## config.mk

```make
export PLATFORM = sky130hd
export DESIGN_NAME = coh_directory
export DESIGN_NICKNAME = d
export VERILOG_FILES = /design/src/rtl/coh_dir_pkg.sv /design/src/rtl/coh_dir_datapath.sv /design/src/rtl/coh_dir_control.sv /design/src/rtl/coh_directory.sv
export SDC_FILE = /design/constraint.sdc
export NUM_CORES = 1
export LEC_CHECK = 0
export BUFFER_PORTS_ARGS = -buffer_cell sky130_fd_sc_hd__buf_4
export CORE_ASPECT_RATIO = 1.1
export CORE_MARGIN = 3
export CORE_UTILIZATION = 56
export DETAILED_ROUTE_END_ITERATION = 6
export GPL_TIMING_DRIVEN = 0
export PLACE_DENSITY = 0.74
export SLEW_MARGIN = 0
export SYNTH_ARGS = -nofsm -noshare
export SYNTH_HDL_FRONTEND = slang
export SYNTH_SLANG_ARGS = --single-unit
export TNS_END_PERCENT = 30
```

## constraint.sdc

```tcl
create_clock -name clk -period 5.2 [get_ports clk]
set_clock_uncertainty 0.1 [all_clocks]
set_input_delay 1.04 -clock clk [delete_from_list [all_inputs] [get_ports clk]]
set_output_delay 1.04 -clock clk [all_outputs]
set_load 0.05 [all_outputs]
```

## src/rtl/coh_dir_pkg.sv

```systemverilog
package coh_dir_pkg;

  typedef enum logic [1:0] {
    MSG_READ  = 2'd0,
    MSG_WRITE = 2'd1,
    MSG_INV   = 2'd2,
    MSG_ACK   = 2'd3
  } msgTypeT;

  typedef enum logic [1:0] {
    LS_INVALID  = 2'd0,
    LS_SHARED   = 2'd1,
    LS_MODIFIED = 2'd2
  } lineStateT;

  typedef enum logic [1:0] {
    CS_IDLE  = 2'd0,
    CS_INVAL = 2'd1,
    CS_GRANT = 2'd2
  } ctlStateT;

  // strobes from control to datapath
  typedef struct packed {
    logic accept;          // request handshake this cycle
    logic applyImmediate;  // request needs no invalidation: update and grant
    logic applyFinal;      // all acks in: update and grant
    logic ackEnable;       // collecting acknowledgements
  } dirStrobesT;

endpackage

```

## src/rtl/coh_dir_datapath.sv

```systemverilog
module coh_dir_datapath
  import coh_dir_pkg::*;
#(
  parameter int NUM_CORES = 4,
  parameter int ADDR_W    = 8,
  parameter int NUM_LINES = 16,
  localparam int CORE_W   = $clog2(NUM_CORES),
  localparam int IDX_W    = $clog2(NUM_LINES),
  localparam int TAG_W    = ADDR_W - IDX_W
) (
  input  logic                 clk,
  input  logic                 rstN,
  input  dirStrobesT           strobes,
  input  logic [CORE_W-1:0]    reqCore,
  input  logic [ADDR_W-1:0]    reqAddr,
  input  logic [1:0]           reqType,
  input  logic [NUM_CORES-1:0] invReady,
  input  logic                 ackValid,
  input  logic [CORE_W-1:0]    ackCore,
  input  logic [ADDR_W-1:0]    ackAddr,
  input  logic [1:0]           ackType,
  output logic                 needInval,
  output logic                 allDone,
  output logic [NUM_CORES-1:0] invValid,
  output logic [ADDR_W-1:0]    invAddr,
  output logic [CORE_W-1:0]    grantCore,
  output logic [ADDR_W-1:0]    grantAddr,
  output logic                 grantWrite
);

  localparam logic [NUM_CORES-1:0] ONE_BIT = NUM_CORES'(1);

  // line table
  lineStateT            stateTab [NUM_LINES];
  logic [TAG_W-1:0]     tagTab   [NUM_LINES];
  logic [NUM_CORES-1:0] shrTab   [NUM_LINES];

  // captured request
  logic [CORE_W-1:0]    reqCoreQ;
  logic [ADDR_W-1:0]    reqAddrQ;
  logic                 reqWriteQ;
  logic [ADDR_W-1:0]    invAddrQ;
  logic [NUM_CORES-1:0] invPend;
  logic [NUM_CORES-1:0] ackPend;

  // lookup of the incoming request
  logic [IDX_W-1:0]     lkIdx;
  logic [TAG_W-1:0]     lkTag;
  lineStateT            lkState;
  logic [NUM_CORES-1:0] lkShr;
  logic                 lkHit;
  logic                 lkConflict;
  logic                 lkWrite;
  logic [NUM_CORES-1:0] lkReqBit;
  logic [NUM_CORES-1:0] lkTargets;
  logic [ADDR_W-1:0]    lkInvAddr;

  always_comb begin
    lkIdx      = reqAddr[IDX_W-1:0];
    lkTag      = reqAddr[ADDR_W-1:IDX_W];
    lkState    = stateTab[lkIdx];
    lkShr      = shrTab[lkIdx];
    lkHit      = (lkState != LS_INVALID) && (tagTab[lkIdx] == lkTag);
    lkConflict = (lkState != LS_INVALID) && !lkHit;
    lkWrite    = (reqType == MSG_WRITE);
    lkReqBit   = ONE_BIT << reqCore;
    if (lkConflict) begin
      lkTargets = lkShr;
      lkInvAddr = {tagTab[lkIdx], lkIdx};
    end else begin
      lkTargets = (lkHit && (lkWrite || lkState == LS_MODIFIED)) ? (lkShr & ~lkReqBit) : '0;
      lkInvAddr = reqAddr;
    end
  end

  assign needInval = |lkTargets;

  // acknowledgement filtering
  logic ackTake;
  assign ackTake = strobes.ackEnable && ackValid && (ackType == MSG_ACK) &&
                   (ackAddr == invAddrQ) && ackPend[ackCore];

  assign allDone  = (ackPend == '0) && (invPend == '0);
  assign invValid = invPend;
  assign invAddr  = invAddrQ;

  // request capture and pending masks
  always_ff @(posedge clk) begin
    if (!rstN) begin
      reqCoreQ  <= '0;
      reqAddrQ  <= '0;
      reqWriteQ <= 1'b0;
      invAddrQ  <= '0;
      invPend   <= '0;
      ackPend   <= '0;
    end else if (strobes.accept) begin
      reqCoreQ  <= reqCore;
      reqAddrQ  <= reqAddr;
      reqWriteQ <= lkWrite;
      invAddrQ  <= lkInvAddr;
      invPend   <= lkTargets;
      ackPend   <= lkTargets;
    end else begin
      invPend <= invPend & ~invReady;
      if (ackTake) ackPend <= ackPend & ~(ONE_BIT << ackCore);
    end
  end

  // table update
  logic [IDX_W-1:0] finIdx;
  assign finIdx = reqAddrQ[IDX_W-1:0];

  always_ff @(posedge clk) begin
    if (!rstN) begin
      for (int i = 0; i < NUM_LINES; i++) begin
        stateTab[i] <= LS_INVALID;
        tagTab[i]   <= '0;
        shrTab[i]   <= '0;
      end
    end else if (strobes.applyImmediate) begin
      if (lkWrite) begin
        stateTab[lkIdx] <= LS_MODIFIED;
        tagTab[lkIdx]   <= lkTag;
        shrTab[lkIdx]   <= lkReqBit;
      end else if (!(lkHit && lkState == LS_MODIFIED)) begin
        stateTab[lkIdx] <= LS_SHARED;
        tagTab[lkIdx]   <= lkTag;
        shrTab[lkIdx]   <= (lkHit ? lkShr : '0) | lkReqBit;
      end
    end else if (strobes.applyFinal) begin
      stateTab[finIdx] <= reqWriteQ ? LS_MODIFIED : LS_SHARED;
      tagTab[finIdx]   <= reqAddrQ[ADDR_W-1:IDX_W];
      shrTab[finIdx]   <= ONE_BIT << reqCoreQ;
    end
  end

  // grant fields
  always_ff @(posedge clk) begin
    if (!rstN) begin
      grantCore  <= '0;
      grantAddr  <= '0;
      grantWrite <= 1'b0;
    end else if (strobes.applyImmediate) begin
      grantCore  <= reqCore;
      grantAddr  <= reqAddr;
      grantWrite <= lkWrite || (lkHit && lkState == LS_MODIFIED);
    end else if (strobes.applyFinal) begin
      grantCore  <= reqCoreQ;
      grantAddr  <= reqAddrQ;
      grantWrite <= reqWriteQ;
    end
  end

endmodule

```

## src/rtl/coh_dir_control.sv

```systemverilog
module coh_dir_control
  import coh_dir_pkg::*;
(
  input  logic       clk,
  input  logic       rstN,
  input  logic       reqValid,
  input  logic       grantReady,
  input  logic       needInval,
  input  logic       allDone,
  output logic       reqReady,
  output logic       ackReady,
  output logic       grantValid,
  output dirStrobesT strobes
);

  ctlStateT curState;
  ctlStateT nextState;

  assign reqReady   = (curState == CS_IDLE);
  assign ackReady   = (curState == CS_INVAL);
  assign grantValid = (curState == CS_GRANT);

  always_comb begin
    strobes                = '0;
    strobes.accept         = reqReady && reqValid;
    strobes.applyImmediate = strobes.accept && !needInval;
    strobes.applyFinal     = (curState == CS_INVAL) && allDone;
    strobes.ackEnable      = (curState == CS_INVAL);
  end

  always_comb begin
    nextState = curState;
    unique case (curState)
      CS_IDLE:  if (strobes.accept) nextState = needInval ? CS_INVAL : CS_GRANT;
      CS_INVAL: if (allDone) nextState = CS_GRANT;
      CS_GRANT: if (grantReady) nextState = CS_IDLE;
      default:  nextState = CS_IDLE;
    endcase
  end

  always_ff @(posedge clk) begin
    if (!rstN) curState <= CS_IDLE;
    else       curState <= nextState;
  end

endmodule

```

## src/rtl/coh_directory.sv

```systemverilog
module coh_directory
  import coh_dir_pkg::*;
#(
  parameter int NUM_CORES = 4,
  parameter int ADDR_W    = 8,
  parameter int NUM_LINES = 16,
  localparam int CORE_W   = $clog2(NUM_CORES)
) (
  input  logic                 clk,
  input  logic                 rstN,
  input  logic                 reqValid,
  output logic                 reqReady,
  input  logic [CORE_W-1:0]    reqCore,
  input  logic [ADDR_W-1:0]    reqAddr,
  input  logic [1:0]           reqType,
  output logic [NUM_CORES-1:0] invValid,
  input  logic [NUM_CORES-1:0] invReady,
  output logic [ADDR_W-1:0]    invAddr,
  input  logic                 ackValid,
  output logic                 ackReady,
  input  logic [CORE_W-1:0]    ackCore,
  input  logic [ADDR_W-1:0]    ackAddr,
  input  logic [1:0]           ackType,
  output logic                 grantValid,
  input  logic                 grantReady,
  output logic [CORE_W-1:0]    grantCore,
  output logic [ADDR_W-1:0]    grantAddr,
  output logic                 grantWrite
);

  dirStrobesT strobes;
  logic       needInval;
  logic       allDone;

  coh_dir_control u_control (
    .clk        (clk),
    .rstN       (rstN),
    .reqValid   (reqValid),
    .grantReady (grantReady),
    .needInval  (needInval),
    .allDone    (allDone),
    .reqReady   (reqReady),
    .ackReady   (ackReady),
    .grantValid (grantValid),
    .strobes    (strobes)
  );

  coh_dir_datapath #(
    .NUM_CORES (NUM_CORES),
    .ADDR_W    (ADDR_W),
    .NUM_LINES (NUM_LINES)
  ) u_datapath (
    .clk        (clk),
    .rstN       (rstN),
    .strobes    (strobes),
    .reqCore    (reqCore),
    .reqAddr    (reqAddr),
    .reqType    (reqType),
    .invReady   (invReady),
    .ackValid   (ackValid),
    .ackCore    (ackCore),
    .ackAddr    (ackAddr),
    .ackType    (ackType),
    .needInval  (needInval),
    .allDone    (allDone),
    .invValid   (invValid),
    .invAddr    (invAddr),
    .grantCore  (grantCore),
    .grantAddr  (grantAddr),
    .grantWrite (grantWrite)
  );

endmodule

```

==> flow_summary.json <==
{
  "fp.dieH_um": 148,
  "max_clock_freq_ghz": 0.195,
  "final_area_sq_um": 11800,
  "cts-root-buf": "clkbuf_16",
  "syn2layout_area_growth_pct": 15.1,
  "synth_edf_count": 160,
  "gr-total-overflow": 0,
  "crit_type": "in -> reg",
  "crit_path_frequent_cell": "buf_6",
  "synth_area_per_cell_sq_um": 11.4,
  "p_leak_uw": 0.00402,
  "syn-cell-area_sq_um": 10200,
  "worstReg2RegStart": "u_datapath.tagTab[10][2]",
  "power_density_nw_per_um2": 344,
  "multiInputGateArea_sq_um": 4370,
  "intPower_uw": 2810,
  "final_antenna_net_count": 0,
  "hold_buffers": 0,
  "p_comb_share_pct": 21.7,
  "dp_hpwl_um": 23000,
  "arrival_ns": 5.18,
  "port_buffers": 54,
  "die_area_sq_um": 19900,
  "grt_pass1_wl_um": 48000,
  "ys_seq_elements": 196,
  "slew_headroom_pct": 25.6,
  "core_sq_um": 17800,
  "num-nets-final": 1014,
  "via_count": 8337,
  "post_drt_wl_per_cell_um": 25.9,
  "grt_max_degree": 17,
  "worst_slew_pin_slew_ns": 1.11,
  "drtIter0Drc": 1265,
  "clock_sinks": 196,
  "timing.final.crit_period_ns": 5.13,
  "cts_buffers": 17,
  "num-fill-cells": 1324,
  "cp_slowest_cell": "o31ai_2",
  "clockBufferDepth": 2,
  "grt_usage_pct": 32.6,
  "cts_tree": "built",
  "min_from": "u_datapath.reqAddrQ[7]",
  "placed_area_sq_um": 11100,
  "synth_largest_area_cell": "edfxtp_1",
  "gp_congestion": 0.951,
  "synthTopCellsByArea": "edfxtp_1, dfxtp_1, mux4_2, a211oi_1, nand2_1",
  "grt_pass1_vias": 8036,
  "pin_count": 59,
  "max_stage_delay_ns": 0.63,
  "initial_core_util_pct": 57.4,
  "ys_warn_count": 0,
  "period_share_pct": 98.6,
  "hold_end": "u_datapath.reqAddrQ[7]",
  "antenna_found_initial": 0,
  "max_cap_violations": 0,
  "synth_cell_types": 63,
  "layout-drive-gt1-share_pct": 19.5,
  "worstPathCellList": "buf_2, buf_4, mux4_2, nand2_1, nand3_1, xor2_1, nand2b_1, clkbuf_1, o211ai_2, a31oi_4, buf_6, o31ai_2, buf_6",
  "p_seq_share_pct": 45.0,
  "critPathRequiredTime_ns": 5.26,
  "ff_latch_area_sq_um": 5530,
  "crit_path_max_fanout": 10,
  "die_w_um": 135,
  "n_antenna_cell": 0,
  "synthFlopType": "edfxtp_1",
  "drv_slew": 0,
  "first_pass_iters": 5,
  "regToRegSetupSlack_ns": 0.85,
  "rows": 51,
  "drc": 0,
  "viasPerCell": 6.77,
  "stdcell_count": 1231,
  "whs_path_depth": 2,
  "rr_endpoint": "u_datapath.shrTab[3][0]",
  "setup_viol": 0,
  "hold_viol_final": 0,
  "htreeDepth": 4,
  "yosysTopAreaCellShare_pct": 47.0,
  "syn_inst": 897,
  "clk_pin_slew_ns": 0.07,
  "startpoint_type": "input pin",
  "worst_ir_drop_vdd_mv": 0.258,
  "dp_cells": 1200,
  "async_flop_share_pct": 0,
  "synth_nets": 930,
  "r2r_cells": 11,
  "wirelength_um": 31900,
  "switching_share_pct": 30.7,
  "ys_seq_area_share_pct": 54.0,
  "insertion_delay_ns": 0.45,
  "worstHoldPathType": "reg -> reg",
  "status": "finished clean",
  "pwr-share-clk_pct": 33.4,
  "power.net_switching_uw": 1250,
  "end_kind": "flip-flop"
}
[sequential cells by signal, summed over array words and instances (netlist names)]
name                   count
u_datapath.tagTab         64
u_datapath.reqAddrQ        4
u_datapath.reqCoreQ        2
u_datapath.stateTab       32
u_datapath.invValid        4
u_datapath.grantAddr       8
u_datapath.ackPend         4
u_datapath.grantWrite      1
u_datapath.shrTab         64
u_datapath.reqWriteQ       1
u_datapath.grantCore       2
u_datapath.invAddr         8
u_control.curState         2
[cells in the final DEF, fill, tap and decap left out, drive strengths merged, types with 14 or more instances in the layout]
master | Yosys | layout
clkbuf | 39 | 58
mux4 | 30 | 30
nand2 | 91 | 91
edfxtp | 160 | 160
buf | 47 | 112
nor3 | 49 | 49
dfxtp | 36 | 36
nor2 | 72 | 72
nand3 | 15 | 15
a21oi | 39 | 39
a211oi | 71 | 71
and2 | 14 | 14
o31ai | 21 | 21
mux2i | 25 | 25
[layout make-up]
cell class | instances | area share (%)
clock buffer | 19 | 3.68
tap | 238 | 2.53
sequential | 196 | 46.9
multi-input combinational | 607 | 37.1
timing repair buffer | 65 | 4.40
clock inverter | 12 | 1.31
inverter | 8 | 0.255
buffer | 86 | 3.78
[power groups by stage]
stage	Combinational (uW)	Sequential [uW]	Clock, uW
3_5_place_dp	845	1860	0
6_report	878	1820	1350
4_1_cts	853	1820	1340
2_1_floorplan	501	1900	0
3_3_place_gp	811	1860	0
5_1_grt	921	1830	1400
[critical path, delay by kind of cell]
family,cells,cell delay (ns)
compound gates,3,1.45
xor+xnor,1,0.22
buf+inv,5,1.35
mux,1,0.55
simple gates,3,0.55
[cell families (layout without fill, tap and decap cells)]
kind of cell / after synthesis / after routing / share of synthesized area [%]
AO/OA/AOI/OAI: 206 / 206 / 14.7
XOR/XNOR: 11 / 11 / 0.942
buffers and inverters: 94 / 190 / 4.63
flip-flops: 196 / 196 / 54.0
multiplexers: 66 / 66 / 10.3
AND/OR/NAND/NOR: 324 / 324 / 15.5
[Yosys cell counts, types with 6 or more instances]
| master | n |
|---|---|
| clkbuf_1 | 39 |
| mux2i_1 | 25 |
| or3_1 | 12 |
| xor2_1 | 6 |
| buf_6 | 10 |
| mux2_2 | 11 |
| nor3_1 | 49 |
| buf_2 | 15 |
| o31ai_1 | 20 |
| a22oi_1 | 11 |
| dfxtp_1 | 36 |
| nand2b_1 | 11 |
| nand2_1 | 91 |
| and3_1 | 13 |
| o21a_1 | 6 |
| buf_1 | 15 |
| mux4_2 | 30 |
| nor3b_1 | 12 |
| nor2b_1 | 13 |
| o31a_1 | 11 |
| inv_1 | 8 |
| a21oi_1 | 39 |
| nand3_1 | 14 |
| and2_1 | 14 |
| edfxtp_1 | 160 |
| a211oi_1 | 71 |
| buf_4 | 7 |
| a31oi_1 | 6 |
| nor2_1 | 72 |
| nor4_1 | 7 |
[metrics by stage]
step                power (uW)  utilization [%]  setup WS [ns]  setup TNS, ns  hold slack, ns
finish                    4050             66.1         0.0741              0           0.378
floorplan                 2400                -          0.314              0           0.342
detailed placement        2700             62.5         -0.629         -55.31           0.369
CTS                       4020             65.9         0.0146              0           0.376
global placement          2670             61.4          -1.56        -184.36           0.359
global route              4160             66.1       -0.00218       -0.00218           0.404
[what timing repair did]
| action | in CTS | in global routing |
|---|---|---|
| buffers inserted | 0 | 0 |
| gates resized for setup | 4 | 6 |
| endpoints found under the setup margin | 58 | 133 |
| gates cloned | 0 | 0 |
| pin swaps | 0 | 2 |
[layer usage]
| layer | track usage [%] | wire length, um | vias up |
|---|---|---|---|
| met4 | 17.9 | 1840 | 2 |
| met2 | 52.1 | 14900 | 630 |
| met5 | 0 | 23 | - |
| met1 | 41.6 | 11700 | 3977 |
| li1 | - | - | 3606 |
| met3 | 6.91 | 3500 | 122 |
[worst max path at each step]
stage | from | end | cells after the start
finish | reqAddr[2] | u_datapath.shrTab[3][0] | 13
global route | reqAddr[2] | u_datapath.shrTab[3][0] | 13
CTS | reqAddr[0] | u_datapath.shrTab[12][0] | 12
detailed placement | reqAddr[3] | u_datapath.stateTab[11][0] | 12
global placement | reqAddr[1] | u_datapath.stateTab[14][0] | 12
floorplan | reqAddr[2] | u_datapath.shrTab[14][0] | 12
Power figures use the tool's default switching activity.
